## config.mk

```make
export PLATFORM = sky130hd
export DESIGN_NAME = inb_hdr_ctrl
export DESIGN_NICKNAME = d
export VERILOG_FILES = /design/src/rtl/inb_hdr_pkg.sv /design/src/rtl/inb_hdr_ctrl.sv
export SDC_FILE = /design/constraint.sdc
export NUM_CORES = 1
export LEC_CHECK = 0
export BUFFER_PORTS_ARGS = -buffer_cell sky130_fd_sc_hd__buf_2
export CORE_MARGIN = 2
export CORE_UTILIZATION = 34
export CTS_CLUSTER_SIZE = 30
export DETAILED_ROUTE_END_ITERATION = 6
export PLACE_DENSITY = 0.9
export SETUP_SLACK_MARGIN = 0.05
export SLEW_MARGIN = 20
export SYNTH_ARGS = -nofsm -noshare
export SYNTH_HDL_FRONTEND = slang
export SYNTH_SLANG_ARGS = --single-unit
```

## constraint.sdc

```tcl
create_clock -name clk -period 1.47 [get_ports clk]
set_input_delay 0.147 -clock clk [delete_from_list [all_inputs] [get_ports clk]]
set_output_delay 0.147 -clock clk [all_outputs]
set_load 0.05 [all_outputs]
```

## src/rtl/inb_hdr_pkg.sv

```systemverilog
package inb_hdr_pkg;
  localparam int HDR_W = 96;
  localparam int ERR_N = 5;
  localparam int FT_W = 4;
  localparam int TT_W = 2;

  typedef enum logic [TT_W-1:0] {
    TT_SMALL = 2'b00,
    TT_LARGE = 2'b01,
    TT_RSV0  = 2'b10,
    TT_RSV1  = 2'b11
  } ttSize_e;

  // Bit index of each error class in the detect vector
  localparam int E_UNSUP  = 0;
  localparam int E_TSIZE  = 1;
  localparam int E_DEST   = 2;
  localparam int E_BOUND  = 3;
  localparam int E_DECODE = 4;

  typedef struct packed {
    logic loadCap;
    logic isLarge;
  } ctrlStrobe_t;
endpackage

```

## src/rtl/inb_hdr_ctrl.sv

```systemverilog
module inb_hdr_ctrl
  import inb_hdr_pkg::*;
#(
  parameter int ID_W = 16
) (
  input  logic              clk,
  input  logic              rstN,
  input  logic              hdrValid,
  input  logic [FT_W-1:0]   fldFtype,
  input  logic [TT_W-1:0]   fldTsize,
  input  logic [ID_W-1:0]   fldDestId,
  input  logic [ID_W-1:0]   deviceId,
  input  logic [ID_W-1:0]   altDeviceId,
  input  logic              altIdEn,
  input  logic              passEn,
  input  logic              acceptAll,
  input  logic [1:0]        ttEnable,
  input  logic              winOverlap,
  input  logic              winProtected,
  input  logic [ERR_N-1:0]  errEnable,
  input  logic              clrValid,
  input  logic [ERR_N-1:0]  clrMask,
  output ctrlStrobe_t       strobe,
  output logic              decValid,
  output logic              decDrop,
  output logic [ERR_N-1:0]  errDetect,
  output logic              irq
);
  localparam int SMALL_ID_W = ID_W / 2;

  logic             isLarge, isReserved, ftypeOk, isSwrite;
  logic             hitPrimary, hitAlt, addressedHere, notPassthru;
  logic             sizeEnabled, dstCheckOn, sizeCheckOn;
  logic [ERR_N-1:0] errNow, clrEff, detectQ;

  always_comb begin
    unique case (fldFtype)
      4'd2, 4'd5, 4'd6, 4'd8, 4'd10, 4'd11, 4'd13: ftypeOk = 1'b1;
      default:                                    ftypeOk = 1'b0;
    endcase
  end

  assign isLarge    = (fldTsize == TT_LARGE);
  assign isReserved = fldTsize[1];
  assign isSwrite   = (fldFtype == 4'd6);

  // Small headers carry one byte of ID; large headers carry two.
  assign hitPrimary = isLarge ? (fldDestId == deviceId)
                              : (fldDestId[SMALL_ID_W-1:0] == deviceId[SMALL_ID_W-1:0]);
  assign hitAlt     = altIdEn && (isLarge ? (fldDestId == altDeviceId)
                              : (fldDestId[SMALL_ID_W-1:0] == altDeviceId[SMALL_ID_W-1:0]));
  assign addressedHere = hitPrimary || hitAlt;

  assign notPassthru = !passEn || acceptAll || addressedHere;
  assign dstCheckOn  = !passEn && !acceptAll;
  assign sizeCheckOn = acceptAll || !passEn;
  assign sizeEnabled = ttEnable[fldTsize[0]];

  always_comb begin
    errNow = '0;
    errNow[E_UNSUP]  = !ftypeOk && notPassthru;
    errNow[E_TSIZE]  = isReserved || (sizeCheckOn && !sizeEnabled);
    errNow[E_DEST]   = dstCheckOn && !addressedHere;
    errNow[E_BOUND]  = isSwrite && winOverlap;
    // Boundary-error packets fall through to the generic window check.
    errNow[E_DECODE] = ftypeOk && winProtected;
  end

  assign clrEff = clrValid ? clrMask : '0;

  always_ff @(posedge clk) begin
    if (!rstN) begin
      decValid <= 1'b0;
      decDrop  <= 1'b0;
      detectQ  <= '0;
    end else begin
      decValid <= hdrValid;
      decDrop  <= hdrValid && (errNow != '0);
      detectQ  <= (detectQ & ~clrEff) | (hdrValid ? errNow : '0);
    end
  end

  always_comb begin
    strobe.loadCap = hdrValid && (errNow != '0) && (detectQ == '0);
    strobe.isLarge = isLarge;
  end

  assign errDetect = detectQ;
  assign irq       = |(detectQ & errEnable);
endmodule

```

==> impl_metrics.toml <==
[clock_tree]
clock_latency_ns = 0.25
cts_buffers = 3
clockBufferDepth = 2
postCtsHoldBufs = 0
htree_num_levels = 1
cts_root_buf = "clkbuf_4"
cts_tree = "built"
clock-sinks = 7
cts.reportedPaths.clkPinSlew_ns = 0.05

[timing]
tightest_slew_ns = 0.311
setup_viol = 1
max_freq_mhz = 556
fin_skew_ns = 0
setup_ws_ns = -0.329
rsz0062_at_grt = "true"
maxSlewViolCount = 0
max_slew_margin = 0.792
min_period_ns = 1.80
finalHoldViolCount = 0
layout_worst_path_cycle_share = 1.22

[cells_and_area]
num-nets-final = 274
areaGrowthSynthToFinish_pct = 78.1
drive_gt1_frac = 0.556
post-route-util = 0.639
stdcell_count = 226
final_area_um2 = 1410
antenna_cells = 0

[worst_setup_path]
crit_type = "primary input to output port"
cp_max_fo = 3
slowest_delay_ns = 0.28
cp-end-kind = "output port"
crit_chain = "buf_2 > xnor2_1 > nand4_1 > nor4_1 > a31o_2 > buf_4 > o31a_1 > a211oi_4 > buf_6"
cp_slowest_cell = "o31a_1"
start_kind = "primary input"
crit_required_ns = 1.32
crit_arrival_ns = 1.65
rr_worst_depth = 3

[grt]
grt_pass1_vias = 1024
grt_start_max_net_pins = 8
grt_use_total = 0.186
grt-ovfl-total = 0
antenna_found_initial = 0
grt_pass1_wl_um = 3840

[yosys]
synth.distinct_cells = 33
yosysTopAreaCell = "xnor2_1"
ys_warn_count = 0
synth.avg_cell_area_um2 = 8.26
synth_seq_cells = 7
ys_seq_area_frac = 0.177
synth_top_cells_by_area = "xnor2_1 (26%), dfxtp_1 (18%), xor2_1 (8.8%), nand4_1 (4.7%), mux2i_1 (3.8%)"
netlist_instances = 96
syn-num-nets = 171
syn_area_um2 = 793
synth_top_cell_area_share = 0.265

[place]
dp.cells = 221
place_congestion = 0.788
placed_area_um2 = 1360
dp_hpwl_um = 2270
portBuffers = 84

[route]
drt_iter0_drc = 13
drc = 0
wire_per_inst_um = 10.9
via_per_inst = 4.87
drt_first_pass_iters = 5
routed_wl_um = 2470
ant_nets = 0
vias = 1100

[pwr]
swShare = 0.348
max-vdd-ir-drop_mv = 0.361
clkPwrFrac = 0.213
power_frac_comb = 0.524
seq_power_share = 0.263
power_density_nw_per_um2 = 559
intPower_mw = 0.515
p_leak_nw = 0.694
p_sw_mw = 0.275

[run]
max_cap_violations = 0

[floorplan]
die_h_um = 52.3
core-area_um2 = 2210
die_area_um2 = 2740
ios = 85
fp.dieW_um = 52.3
floorplan.rows = 17
initial_utilization = 0.359

[min_path]
hold_class = "primary input to flip-flop"
hold_depth = 2

[outcome]
outcome = "finished, violations left"
violations = "setup timing"
## worst max-delay path: cells and delay by family
| kind | cells | cell delay, ns |
|---|---|---|
| XOR/XNOR | 1 | 0.12 |
| buffers and inverters | 3 | 0.42 |
| AO/OA/AOI/OAI | 3 | 0.76 |
| AND/OR/NAND/NOR | 2 | 0.20 |
## kinds of logic (layout without fill, tap and decap cells)
kind of cell	Yosys count	in the layout	share of synthesized area
AO/OA/AOI/OAI	18	18	0.189
XOR/XNOR	32	32	0.353
buffers and inverters	2	104	0.0142
flip-flops	7	7	0.177
multiplexers	3	3	0.0379
AND/OR/NAND/NOR	34	34	0.229
## sequential cells by signal (all words and copies together) (netlist names)
register and flops:
decValid 1, errDetect 5, decDrop 1
## synth_stat cells
library cell and count:
xnor2_1 24, nand2_1 8, xor2_1 8, dfxtp_1 7, nand4_1 6, mux2i_1 3
nor2_1 3, nor2b_1 3, nor3_1 3, nor4_1 3, a21boi_0 2, and2_1 2
nand3_1 2, o21a_1 2, o21ai_0 2, a211oi_2 1, a21boi_1 1, a21oi_1 1
a221oi_2 1, a222oi_1 1, a22oi_1 1, a2bb2oi_1 1, a31o_1 1, a31o_2 1
buf_4 1, inv_1 1, nand2b_1 1, nor3b_1 1, o211ai_1 1, o21ba_2 1
o31a_1 1, or3_1 1, or4_1 1
## cell type report
type,count,area [um^2]
clock buffer,4,26.3
multi-input combinational,87,654
tap,28,35.0
sequential,7,144
fill,213,800
inverter,1,3.75
timing repair buffer,99,549
## final timing paths
path | start | slack, ns | endpoint
setup / recovery | fldDestId[4] | -0.33 | strobe[1]
hold / removal | rstN | 0.18 | errDetect[1]
setup reg to reg | errDetect[2] | 0.62 | errDetect[2]
hold reg to reg | errDetect[0] | 0.56 | errDetect[0]
## power groups by stage
stage / Sequential [mW] / Clock [mW] / Combinational, mW
global route: 0.208 / 0.197 / 0.447
floorplan: 0.251 / 0 / 0.174
detailed placement: 0.211 / 0 / 0.404
finish: 0.208 / 0.168 / 0.414
global placement: 0.210 / 0 / 0.395
CTS: 0.207 / 0.178 / 0.416
## placed cells by master (no fill, tap or decap), types with 3 or more instances in the layout
cell type / count
dfxtp_1: 4
clkbuf_4: 3
buf_6: 3
nand2_1: 8
mux2i_1: 3
xnor2_1: 24
xor2_1: 8
nor2b_1: 3
dfxtp_2: 3
nor2_1: 3
nand4_1: 6
buf_4: 14
nor4_1: 3
buf_2: 82
## layer usage
layer,global-route usage,wire (um),up-vias
met4,0.0470,17,0
li1,-,-,552
met3,0.0543,189,2
met5,0,0,-
met1,0.196,936,501
met2,0.354,1320,45
## metrics by stage
stage | setup WS (ns) | total power [mW] | TNS [ns] | hold slack [ns]
final | -0.329 | 0.790 | -0.329 | 0.180
after global routing | -0.375 | 0.853 | -0.418 | 0.172
after CTS | -0.299 | 0.801 | -0.299 | 0.169
after detailed placement | -0.383 | 0.614 | -0.430 | 0.433
after global placement | -0.396 | 0.605 | -0.427 | 0.433
after floorplan | -0.221 | 0.424 | -0.221 | 0.265
## what timing repair did
item	in CTS	in global routing
buffers inserted	0	1
gates resized for setup	5	1
pin swaps	0	7
endpoints found under the setup margin	2	2
Power figures use the tool's default switching activity.
